`config.mk`:
```
export PLATFORM = sky130hd
export DESIGN_NAME = media_autoselect
export DESIGN_NICKNAME = d
export VERILOG_FILES = /design/src/rtl/media_sel_pkg.sv /design/src/rtl/media_attr.sv /design/src/rtl/settle_timer.sv /design/src/rtl/coax_edge.sv /design/src/rtl/media_autoselect.sv
export SDC_FILE = /design/constraint.sdc
export NUM_CORES = 1
export LEC_CHECK = 0
export ABC_CLOCK_PERIOD_IN_PS = 13000
export CELL_PAD_IN_SITES_DETAIL_PLACEMENT = 0
export CELL_PAD_IN_SITES_GLOBAL_PLACEMENT = 1
export CORE_MARGIN = 2
export CORE_UTILIZATION = 52
export CTS_BUF_LIST = sky130_fd_sc_hd__clkbuf_8
export CTS_CLUSTER_SIZE = 16
export DETAILED_ROUTE_END_ITERATION = 10
export GPL_TIMING_DRIVEN = 0
export PLACE_DENSITY_LB_ADDON = 0.1
export SKIP_LAST_GASP = 1
export SYNTH_ARGS = -nofsm -noshare
export SYNTH_HDL_FRONTEND = slang
export SYNTH_HIERARCHICAL = 1
export SYNTH_SLANG_ARGS = --single-unit
```
`constraint.sdc`:
```
create_clock -name clk -period 13 [get_ports clk]
set_clock_uncertainty 0.1 [all_clocks]
set_input_delay 3.9 -clock clk [delete_from_list [all_inputs] [get_ports clk]]
set_output_delay 3.9 -clock clk [all_outputs]
set_load 0.02 [all_outputs]
```
`src/rtl/media_sel_pkg.sv`:
```
package media_sel_pkg;

  typedef logic [3:0] mcode_t;

  localparam mcode_t M_10T   = 4'd0;
  localparam mcode_t M_AUI   = 4'd1;
  localparam mcode_t M_COAX  = 4'd3;
  localparam mcode_t M_TX    = 4'd4;
  localparam mcode_t M_DEF   = 4'd8;

  // distinct candidates visited from the hunt start before it must give up
  localparam int CHAIN_LEN = 7;

  typedef enum logic [1:0] {
    ST_SEARCH,
    ST_SETTLE,
    ST_ACTIVE,
    ST_FAIL
  } sel_state_t;

  function automatic logic [7:0] presence_bit(input mcode_t c);
    case (c)
      4'd0:    return 8'h08;
      4'd1:    return 8'h20;
      4'd2:    return 8'h80;
      4'd3:    return 8'h10;
      4'd4:    return 8'h02;
      4'd5:    return 8'h04;
      4'd6:    return 8'h40;
      4'd7:    return 8'h01;
      default: return 8'hFF;
    endcase
  endfunction

  function automatic mcode_t chain_next(input mcode_t c);
    case (c)
      4'd0:    return 4'd3;
      4'd1:    return 4'd8;
      4'd3:    return 4'd1;
      4'd4:    return 4'd5;
      4'd5:    return 4'd6;
      default: return 4'd0;
    endcase
  endfunction

  function automatic logic [15:0] ctrl_bits(input mcode_t c);
    case (c)
      4'd0:       return 16'h00C0;
      4'd1:       return 16'h0008;
      4'd4, 4'd5: return 16'h0080;
      default:    return 16'h0000;
    endcase
  endfunction

  function automatic logic [9:0] settle_tenths(input mcode_t c);
    case (c)
      4'd0, 4'd4, 4'd5: return 10'd14;
      4'd1, 4'd3:       return 10'd1;
      4'd6:             return 10'd30;
      default:          return 10'd1000;
    endcase
  endfunction

endpackage

```
`src/rtl/media_attr.sv`:
```
module media_attr
  import media_sel_pkg::*;
(
  input  mcode_t     code,
  input  logic [7:0] present,
  output logic       hit,
  output mcode_t     next_code,
  output logic [9:0] tenths
);
  always_comb begin
    hit       = |(presence_bit(code) & present);
    next_code = chain_next(code);
    tenths    = settle_tenths(code);
  end
endmodule

```
`src/rtl/settle_timer.sv`:
```
module settle_timer #(
  parameter int W = 8
) (
  input  logic         clk,
  input  logic         rst_n,
  input  logic         load,
  input  logic         abort,
  input  logic [W-1:0] load_val,
  output logic         done
);
  logic [W-1:0] count;
  logic         running;

  assign done = running && (count == '0);

  always_ff @(posedge clk or negedge rst_n) begin
    if (!rst_n) begin
      count   <= '0;
      running <= 1'b0;
    end else if (abort) begin
      running <= 1'b0;
    end else if (load) begin
      count   <= load_val;
      running <= 1'b1;
    end else if (running) begin
      if (count == '0) running <= 1'b0;
      else             count   <= count - 1'b1;
    end
  end


  tick_down_chk: assert property (@(posedge clk) disable iff (!rst_n)
    (running && count != '0 && !load && !abort) |=> (count == $past(count) - 1'b1));


  done_once_chk: assert property (@(posedge clk) disable iff (!rst_n)
    (done && !load) |=> !done);
endmodule

```
`src/rtl/coax_edge.sv`:
```
module coax_edge
  import media_sel_pkg::*;
(
  input  logic   clk,
  input  logic   rst_n,
  input  mcode_t code,
  output logic   start_p,
  output logic   stop_p
);
  mcode_t prev;

  always_ff @(posedge clk or negedge rst_n) begin
    if (!rst_n) prev <= M_DEF;
    else        prev <= code;
  end

  assign start_p = (code == M_COAX) && (prev != M_COAX);
  assign stop_p  = (code != M_COAX) && (prev == M_COAX);


  start_single_chk: assert property (@(posedge clk) disable iff (!rst_n)
    start_p |=> !start_p);


  stop_single_chk: assert property (@(posedge clk) disable iff (!rst_n)
    stop_p |=> !stop_p);
endmodule

```
`src/rtl/media_autoselect.sv`:
```
module media_autoselect
  import media_sel_pkg::*;
#(
  parameter int unsigned TICKS_PER_TENTH = 12_500_000
) (
  input  logic        clk,
  input  logic        rst_n,
  input  logic [7:0]  present_mask,
  input  logic [2:0]  override_code,
  input  logic [3:0]  default_code,
  input  logic        autosel_en,
  input  logic        link_up,
  output logic [3:0]  media_code,
  output logic [15:0] media_ctrl,
  output logic        coax_start,
  output logic        coax_stop,
  output logic        search_fail
);
  localparam longint unsigned MAX_TICKS = 64'(1000) * 64'(TICKS_PER_TENTH);
  localparam int TW = $clog2(MAX_TICKS + 1);
  localparam logic [2:0] LAST_MISS = 3'(CHAIN_LEN - 1);

  sel_state_t state;
  mcode_t     cand, cand_next, code_q, code_nxt, forced;
  logic [2:0] misses;
  logic [7:0] present_q;
  logic       auto_mode, restart, cand_hit, tmr_load, tmr_done;
  logic [9:0] cand_tenths;
  logic [TW-1:0] tmr_val;

  media_attr u_attr (
    .code      (cand),
    .present   (present_mask),
    .hit       (cand_hit),
    .next_code (cand_next),
    .tenths    (cand_tenths)
  );

  assign auto_mode = (override_code == 3'd7) && autosel_en;
  assign restart   = !auto_mode || (present_mask != present_q);
  assign forced    = (override_code == 3'd2) ? M_10T : {1'b0, override_code};
  assign tmr_load  = !restart && (state == ST_SEARCH) && cand_hit;
  assign tmr_val   = TW'(cand_tenths) * TW'(TICKS_PER_TENTH) - TW'(1);

  settle_timer #(.W(TW)) u_timer (
    .clk      (clk),
    .rst_n    (rst_n),
    .load     (tmr_load),
    .abort    (restart),
    .load_val (tmr_val),
    .done     (tmr_done)
  );

  always_ff @(posedge clk or negedge rst_n) begin
    if (!rst_n) begin
      state     <= ST_SEARCH;
      cand      <= M_TX;
      misses    <= '0;
      present_q <= '0;
    end else begin
      present_q <= present_mask;
      if (restart) begin
        state  <= ST_SEARCH;
        cand   <= M_TX;
        misses <= '0;
      end else begin
        case (state)
          ST_SEARCH: begin
            if (cand_hit) begin
              state <= ST_SETTLE;
            end else if (misses == LAST_MISS) begin
              state <= ST_FAIL;
            end else begin
              cand   <= cand_next;
              misses <= misses + 1'b1;
            end
          end
          ST_SETTLE: if (tmr_done) state <= ST_ACTIVE;
          ST_ACTIVE: begin
            if (!link_up) begin
              state  <= ST_SEARCH;
              cand   <= cand_next;
              misses <= '0;
            end
          end
          default: state <= ST_FAIL;
        endcase
      end
    end
  end

  always_comb begin
    if (override_code != 3'd7)  code_nxt = forced;
    else if (!autosel_en)       code_nxt = default_code;
    else begin
      case (state)
        ST_SETTLE, ST_ACTIVE: code_nxt = cand;
        ST_FAIL:              code_nxt = default_code;
        default:              code_nxt = code_q;
      endcase
    end
  end

  always_ff @(posedge clk or negedge rst_n) begin
    if (!rst_n) code_q <= M_DEF;
    else        code_q <= code_nxt;
  end

  coax_edge u_coax (
    .clk     (clk),
    .rst_n   (rst_n),
    .code    (code_q),
    .start_p (coax_start),
    .stop_p  (coax_stop)
  );

  assign media_code  = code_q;
  assign media_ctrl  = ctrl_bits(code_q);
  assign search_fail = (state == ST_FAIL);


  forced_code_chk: assert property (@(posedge clk) disable iff (!rst_n)
    (override_code != 3'd7) |=>
      (media_code == (($past(override_code) == 3'd2) ? 4'd0 : {1'b0, $past(override_code)})));


  settle_present_chk: assert property (@(posedge clk) disable iff (!rst_n)
    (state == ST_SETTLE && !restart) |-> cand_hit);


  link_drop_chk: assert property (@(posedge clk) disable iff (!rst_n)
    (state == ST_ACTIVE && !link_up && !restart) |=> (state == ST_SEARCH));


  fail_default_chk: assert property (@(posedge clk) disable iff (!rst_n)
    (search_fail && $past(search_fail) && auto_mode) |-> (media_code == $past(default_code)));


  restart_chk: assert property (@(posedge clk) disable iff (!rst_n)
    (present_mask != present_q) |=> (state == ST_SEARCH && cand == M_TX));
endmodule

```
==> results.yml, run 1 <==
final_layout:
  syn_to_final_growth_pct: 10.2
  most_frequent_cells_in_the_layout: "inv_1 (119), nor2_1 (105), ha_1 (84)"
  antenna-diode-count: 0
  design_area_sq_um: 8620
  number_of_nets_at_the_end_of_the_flow: 1140
  layout_commonest_cell: "inv_1"
  drive_gt1_frac: 0.0781
yosys:
  synth_seq_cells: 60
  synth-seq-area-share: 0.193
  syn_area_sq_um: 7820
  async_reset_ff_frac: 1.00
  synth-warning-count: 6
  synthDistinctLibCells: 87
  postSynth.topFlopCell: "dfrtp_1"
  synth_enable_flop_cells: 0
  yosys-top-cells-area: "dfrtp_1 (18%), fa_1 (14%), ha_1 (13%), inv_1 (5.7%), nor2_1 (5.0%)"
  postSynthAreaPerCell_sq_um: 8.46
  post_synth_inst_count: 924
  netlist.top_cell.by_area: "dfrtp_1"
  synthDominantCellAreaShare: 0.182
detailed_routing:
  drc: 0
  vias_post_dr: 6754
  route.antenna.remaining_nets: 0
  detailedRoute.firstPassIterationCount: 5
  routed_wire_length_per_instance_um: 16.9
  avgViaCountPerCell: 5.77
  drt-total-wl_mm: 19.8
  first_iter_violations: 477
sta:
  worst-slew-pin-transition_ns: 0.916
  post-route-min-period_ns: 8.46
  fin_ws_ns: 4.54
  normalized_max_slew_margin: 0.387
  final.period_utilization: 0.651
  timing.fmax_mhz: 118
  worst_hold_slack_ns: 0.331
  finalSetupViolations: 0
  finalHoldViolCount: 0
  setup_total_negative_slack_ns: 0
  finalMaxSlewViolations: 0
  rsz0062_at_grt: "no"
clock_tree:
  post_cts_resize_count: 0
  cts.repair_timing.setup_buffer_count: 0
  numCtsBuffers: 9
  cts_tree: "done"
  clock_sink_count: 60
  cts_buffer_depth: 2
  cts_hold_repair.buffers: 0
  cts-htree-levels: 3
  cts-root-buf: "clkbuf_8"
  clk_latency_ns: 0.35
  clk_pin_slew_worst_paths_ns: 0.07
setup_path:
  rr_worst_depth: 27
  worst_setup_path_startpoint: "cand[2]"
  standard_cell_with_the_maximum_stage_delay_on_the_critical_path: "nor2_1"
  worstSetupStartpointType: "flop"
  cp.arrival_ns: 8.64
  register_to_register_setup_slack_ns: 4.54
  critical_path_buf_inv_count: 7
  r2r_start: "cand[2]"
  critical_path.endpoint_type: "flop"
  worst_r2r_endpoint: "u_timer/count[32]"
  worstSetupPathType: "flop to flop"
  path_delay_family: "adder cells"
  timing.critical_path.slowest_cell_delay_ns: 0.78
  critPathMaxFanout: 9
  worst-endpoint-required_ns: 13.18
die:
  die-area_sq_um: 16000
  dieHeight_um: 127
  rows: 44
  chipWidth_um: 127
  initial_core_utilization: 0.536
  number_of_primary_i_o_pins: 42
  placeableCoreArea_sq_um: 14600
global_routing:
  grt_pass1_vias: 6614
  globalRouteTotalUtil: 0.249
  antenna_found_initial: 0
  grt_overflow: 0
  grt_pass1_wl_mm: 32.4
  largest_net_degree_at_the_start_of_global_routing: 41
worst_hold_path:
  worst_hold_path.endpoint: "u_coax/prev[3]"
  worstHoldStart: "media_code[3]"
  min-delay-path-class: "flop to flop"
  worstHoldPathCells: 0
run:
  max_capacitance_violation_total: 0
power_and_ir_drop:
  post-layout-total-power_w: 0.000404
  vdd_ir_drop_max_mv: 0.0330
  power.static_leakage_nw: 4.18
  power_density_nw_per_um2: 46.9
outcome:
  status: "finished, final reports clean"
placed_design:
  place_congestion: 0.864
  post_dp_cell_area_sq_um: 8410
  place.port_buffers: 28
  hpwl_mm: 16.0
  post-place-ws_ns: 4.56
## how the worst max path moves through the flow
stage | to | slack [ns] | cells past startpoint
5_1_grt | u_timer/count[32] | 4.06 | 27
2_1_floorplan | u_timer/count[33] | 5.81 | 27
3_3_place_gp | u_timer/count[32] | 4.75 | 27
6_report | u_timer/count[32] | 4.54 | 27
4_1_cts | u_timer/count[32] | 4.56 | 27
3_5_place_dp | u_timer/count[32] | 4.56 | 27
## sequential cells by signal, indices dropped and copies added, names as in the netlist
register and flops:
u_timer/count 34, u_timer/running 1, present_q 8, u_coax/prev 4, misses 3, state 2, media_code 4, cand 4
## metrics by stage
| step | util | instances |
|---|---|---|
| global route | 0.591 | 1170 |
| CTS | 0.591 | 1170 |
| global placement | 0.575 | 1153 |
| detailed placement | 0.576 | 1154 |
| finish | 0.591 | 1170 |
| floorplan | - | 941 |
## final cells by class
type | count | area [sq um]
Clock inverter | 5 | 58.8
Multi-Input combinational cell | 717 | 5650
Sequential cell | 60 | 1510
Clock buffer | 11 | 151
Tap cell | 184 | 230
Buffer | 44 | 272
Fill cell | 1316 | 5970
Inverter | 120 | 450
Timing Repair Buffer | 29 | 295
## kinds of logic after synthesis
| logic type | synth area share |
|---|---|
| simple gates | 0.189 |
| compound gates | 0.176 |
| buf+inv | 0.0923 |
| fa+ha+maj | 0.278 |
| flops | 0.193 |
| xor+xnor | 0.0533 |
| mux | 0.0182 |
| other cells | 0.000961 |
## per-layer routing
layer / up-vias / part of all wire / GRT usage
met3: 27 / 0.044 / 0.0363
met5: - / 0 / 0
met1: 3275 / 0.45 / 0.335
li1: 3275 / - / -
met2: 177 / 0.48 / 0.417
met4: 0 / 0.018 / 0.0756
## synth_stat cells, types with 13 or more instances
cell	n
nor3_1	35
fa_1	56
xnor2_1	22
xor2_1	23
inv_1	119
nand3_1	15
ha_1	84
a21oi_1	54
nand2_1	46
dfrtp_1	57
o21ai_1	28
buf_4	21
o21ai_0	39
nor2_1	105
nor4_1	13
clkbuf_1	16
## where the power goes
group | leakage [nW] | switching, W | total, W | internal (W)
registers | 0.788 | 0.00000225 | 0.000192 | 0.000189
clock network | 0.102 | 0.0000805 | 0.000180 | 0.0000992
logic | 3.29 | 0.0000176 | 0.0000330 | 0.0000154
Power figures use the tool's default switching activity.
==> inputs of run 2 (changes only) <==
--- a/config.mk
+++ b/config.mk
@@ -5,11 +5,11 @@
 export SDC_FILE = /design/constraint.sdc
 export NUM_CORES = 1
 export LEC_CHECK = 0
-export ABC_CLOCK_PERIOD_IN_PS = 13000
+export ABC_CLOCK_PERIOD_IN_PS = 7850
 export CELL_PAD_IN_SITES_DETAIL_PLACEMENT = 0
 export CELL_PAD_IN_SITES_GLOBAL_PLACEMENT = 1
 export CORE_MARGIN = 2
-export CORE_UTILIZATION = 52
+export CORE_UTILIZATION = 48
 export CTS_BUF_LIST = sky130_fd_sc_hd__clkbuf_8
 export CTS_CLUSTER_SIZE = 16
 export DETAILED_ROUTE_END_ITERATION = 10
==> constraint.sdc (replaced) <==
create_clock -name clk -period 7.85 [get_ports clk]
set_clock_uncertainty 0.1 [all_clocks]
set_input_delay 2.355 -clock clk [delete_from_list [all_inputs] [get_ports clk]]
set_output_delay 2.355 -clock clk [all_outputs]
set_load 0.02 [all_outputs]
==> run 2 against run 1 <==
Non-clock buffer count rose by 6. Die area grew 8.1%. Sequential power is 65% higher. Critical path depth stayed put. Maximum frequency rose by 13%. Worst setup slack got worse by 4.2 ns. Wire length shrank 0.13%. Worst hold slack better by 0.0040 ns. Highest routed layer unchanged.
==> results.yml, run 2 (synthesis gave the netlist of run 1 again) <==
outcome:
  status: "finished, final reports clean"
placed_design:
  place.port_buffers: 28
  hpwl_mm: 15.8
  dpl.cell_count: 1185
  post-place-ws_ns: -0.482
  post_dp_cell_area_sq_um: 8430
  place_congestion: 0.819
detailed_routing:
  first_iter_violations: 477
  vias_post_dr: 6657
  avgViaCountPerCell: 5.51
  drc: 0
  detailedRoute.firstPassIterationCount: 5
  route.antenna.remaining_nets: 0
  routed_wire_length_per_instance_um: 16.4
  drt-total-wl_mm: 19.8
final_layout:
  final-instance-count-excl-fill: 1208
  largest_register: "u_timer/count"
  registers_with_the_most_flip_flops: "u_timer/count x34, present_q x8"
  layout_commonest_cell: "inv_1"
  fillCellCount: 1540
  antenna-diode-count: 0
  utilization: 0.551
  largest_reg_flops: 34
  most_frequent_cells_in_the_layout: "inv_1 (119), nor2_1 (103), ha_1 (84)"
  drive_gt1_frac: 0.0897
  number_of_nets_at_the_end_of_the_flow: 1146
  design_area_sq_um: 8750
  syn_to_final_growth_pct: 11.9
sta:
  finalMaxSlewViolations: 0
  worst-slew-pin-transition_ns: 0.814
  fin_ws_ns: 0.377
  final.period_utilization: 0.952
  timing.fmax_mhz: 134
  finalSetupViolations: 0
  rsz0062_at_grt: "no"
  normalized_max_slew_margin: 0.457
  post-route-min-period_ns: 7.47
  finalHoldViolCount: 0
die:
  chipWidth_um: 132
  die-area_sq_um: 17300
  rows: 46
  initial_core_utilization: 0.492
  dieHeight_um: 132
  placeableCoreArea_sq_um: 15900
  number_of_primary_i_o_pins: 42
setup_path:
  register_to_register_setup_slack_ns: 0.38
  critPathMaxFanout: 9
  cp.arrival_ns: 7.66
  worstSetupStartpointType: "flop"
  critical_path.endpoint_type: "flop"
  worst_r2r_endpoint: "u_timer/count[30]"
  worstSetupPathType: "flop to flop"
  rr_worst_depth: 27
  worst-endpoint-required_ns: 8.03
  r2r_start: "cand[2]"
power_and_ir_drop:
  clock_power_share: 0.466
  power.share.switching: 0.243
  comb_power_share: 0.077
  sequentialPowerShare: 0.457
  power_report.internal_total_w: 0.000526
  vdd_ir_drop_max_mv: 0.0775
  power_density_nw_per_um2: 79.3
  p_sw_w: 0.000168
  post-layout-total-power_w: 0.000694
  power.static_leakage_nw: 4.21
worst_hold_path:
  worst_hold_path.endpoint: "u_coax/prev[3]"
  worstHoldPathCells: 0
  min-delay-path-class: "flop to flop"
  worstHoldStart: "media_code[3]"
clock_tree:
  cts_hold_repair.buffers: 0
  cts_tree: "done"
  numCtsBuffers: 9
  clk_pin_slew_worst_paths_ns: 0.08
  clk_latency_ns: 0.35
  cts_buffer_depth: 2
  cts-root-buf: "clkbuf_8"
  cts-htree-levels: 3
  clock_sink_count: 60
global_routing:
  grt_pass1_wl_mm: 32.3
  antenna_found_initial: 0
  largest_net_degree_at_the_start_of_global_routing: 61
  globalRouteTotalUtil: 0.230
  grt_pass1_vias: 6216
  grt_overflow: 0
run:
  max_capacitance_violation_total: 0
run 2: area by class of cell:
cell class,instances,area [sq um],share of cell area
multi-input cells,717,5690,0.651
flip-flops and latches,60,1510,0.172
inverters,120,454,0.0519
repair buffers,35,330,0.0378
plain buffers,44,272,0.0310
well taps,216,270,0.0309
clock buffers,10,138,0.0157
clock inverters,6,87.6,0.0100
run 2: power groups by stage:
stage / Sequential [W] / Combinational, W / Clock [W]
finish: 0.000317 / 0.0000534 / 0.000323
global route: 0.000318 / 0.0000587 / 0.000341
CTS: 0.000317 / 0.0000539 / 0.000332
detailed placement: 0.000323 / 0.0000537 / 0
global placement: 0.000323 / 0.0000539 / 0
floorplan: 0.000324 / 0.0000262 / 0
run 2: worst max-delay path by stage:
stage | slack, ns | endpoint | cells past startpoint | startpoint
finish | 0.38 | u_timer/count[30] | 27 | cand[2]
global route | 0.01 | u_timer/count[31] | 28 | cand[2]
CTS | 0.08 | u_timer/count[30] | 27 | cand[2]
detailed placement | -0.48 | u_timer/count[30] | 27 | cand[2]
global placement | -0.50 | u_timer/count[30] | 27 | cand[2]
floorplan | 0.66 | u_timer/count[33] | 27 | cand[2]
run 2: worst max-delay path: stages, from the launching register on:
cell,delay (ns)
dfstp_2,0.54
buf_4,0.16
nor2_1,0.07
nand2_2,0.22
clkinvlp_4,0.17
nor2_4,0.21
buf_4,0.21
fa_1,0.46
fa_1,0.55
inv_1,0.08
fa_1,0.53
inv_1,0.05
fa_1,0.53
inv_1,0.07
fa_1,0.50
inv_1,0.04
ha_1,0.37
a21o_1,0.26
a2bb2oi_2,0.23
nor2_1,0.10
or4_1,0.50
a21o_1,0.24
nor4_4,0.30
nand3b_2,0.15
nor2_1,0.18
xor2_2,0.29
o21ai_0,0.13
a2bb2oi_1,0.17
run 2: per-stage QoR:
step | hold slack, ns | TNS [ns]
6_report | 0.335 | 0
5_1_grt | 0.355 | 0
4_1_cts | 0.335 | 0
3_5_place_dp | 0.321 | -2.19
3_3_place_gp | 0.318 | -2.31
2_1_floorplan | 0.338 | 0
run 2: layer usage:
metal  up-vias  track usage  routed length (um)
met5         -            0                   0
met4         0       0.0531                 195
met3        16       0.0309                 937
met2       169        0.376                9470
met1      3181        0.325                9190
li1       3291            -                   -
run 2: timing repair:
action,4_1_cts,5_1_grt
setup endpoints to repair,8,7
pin swaps,1,1
resized for setup,3,6
buffers inserted,3,4
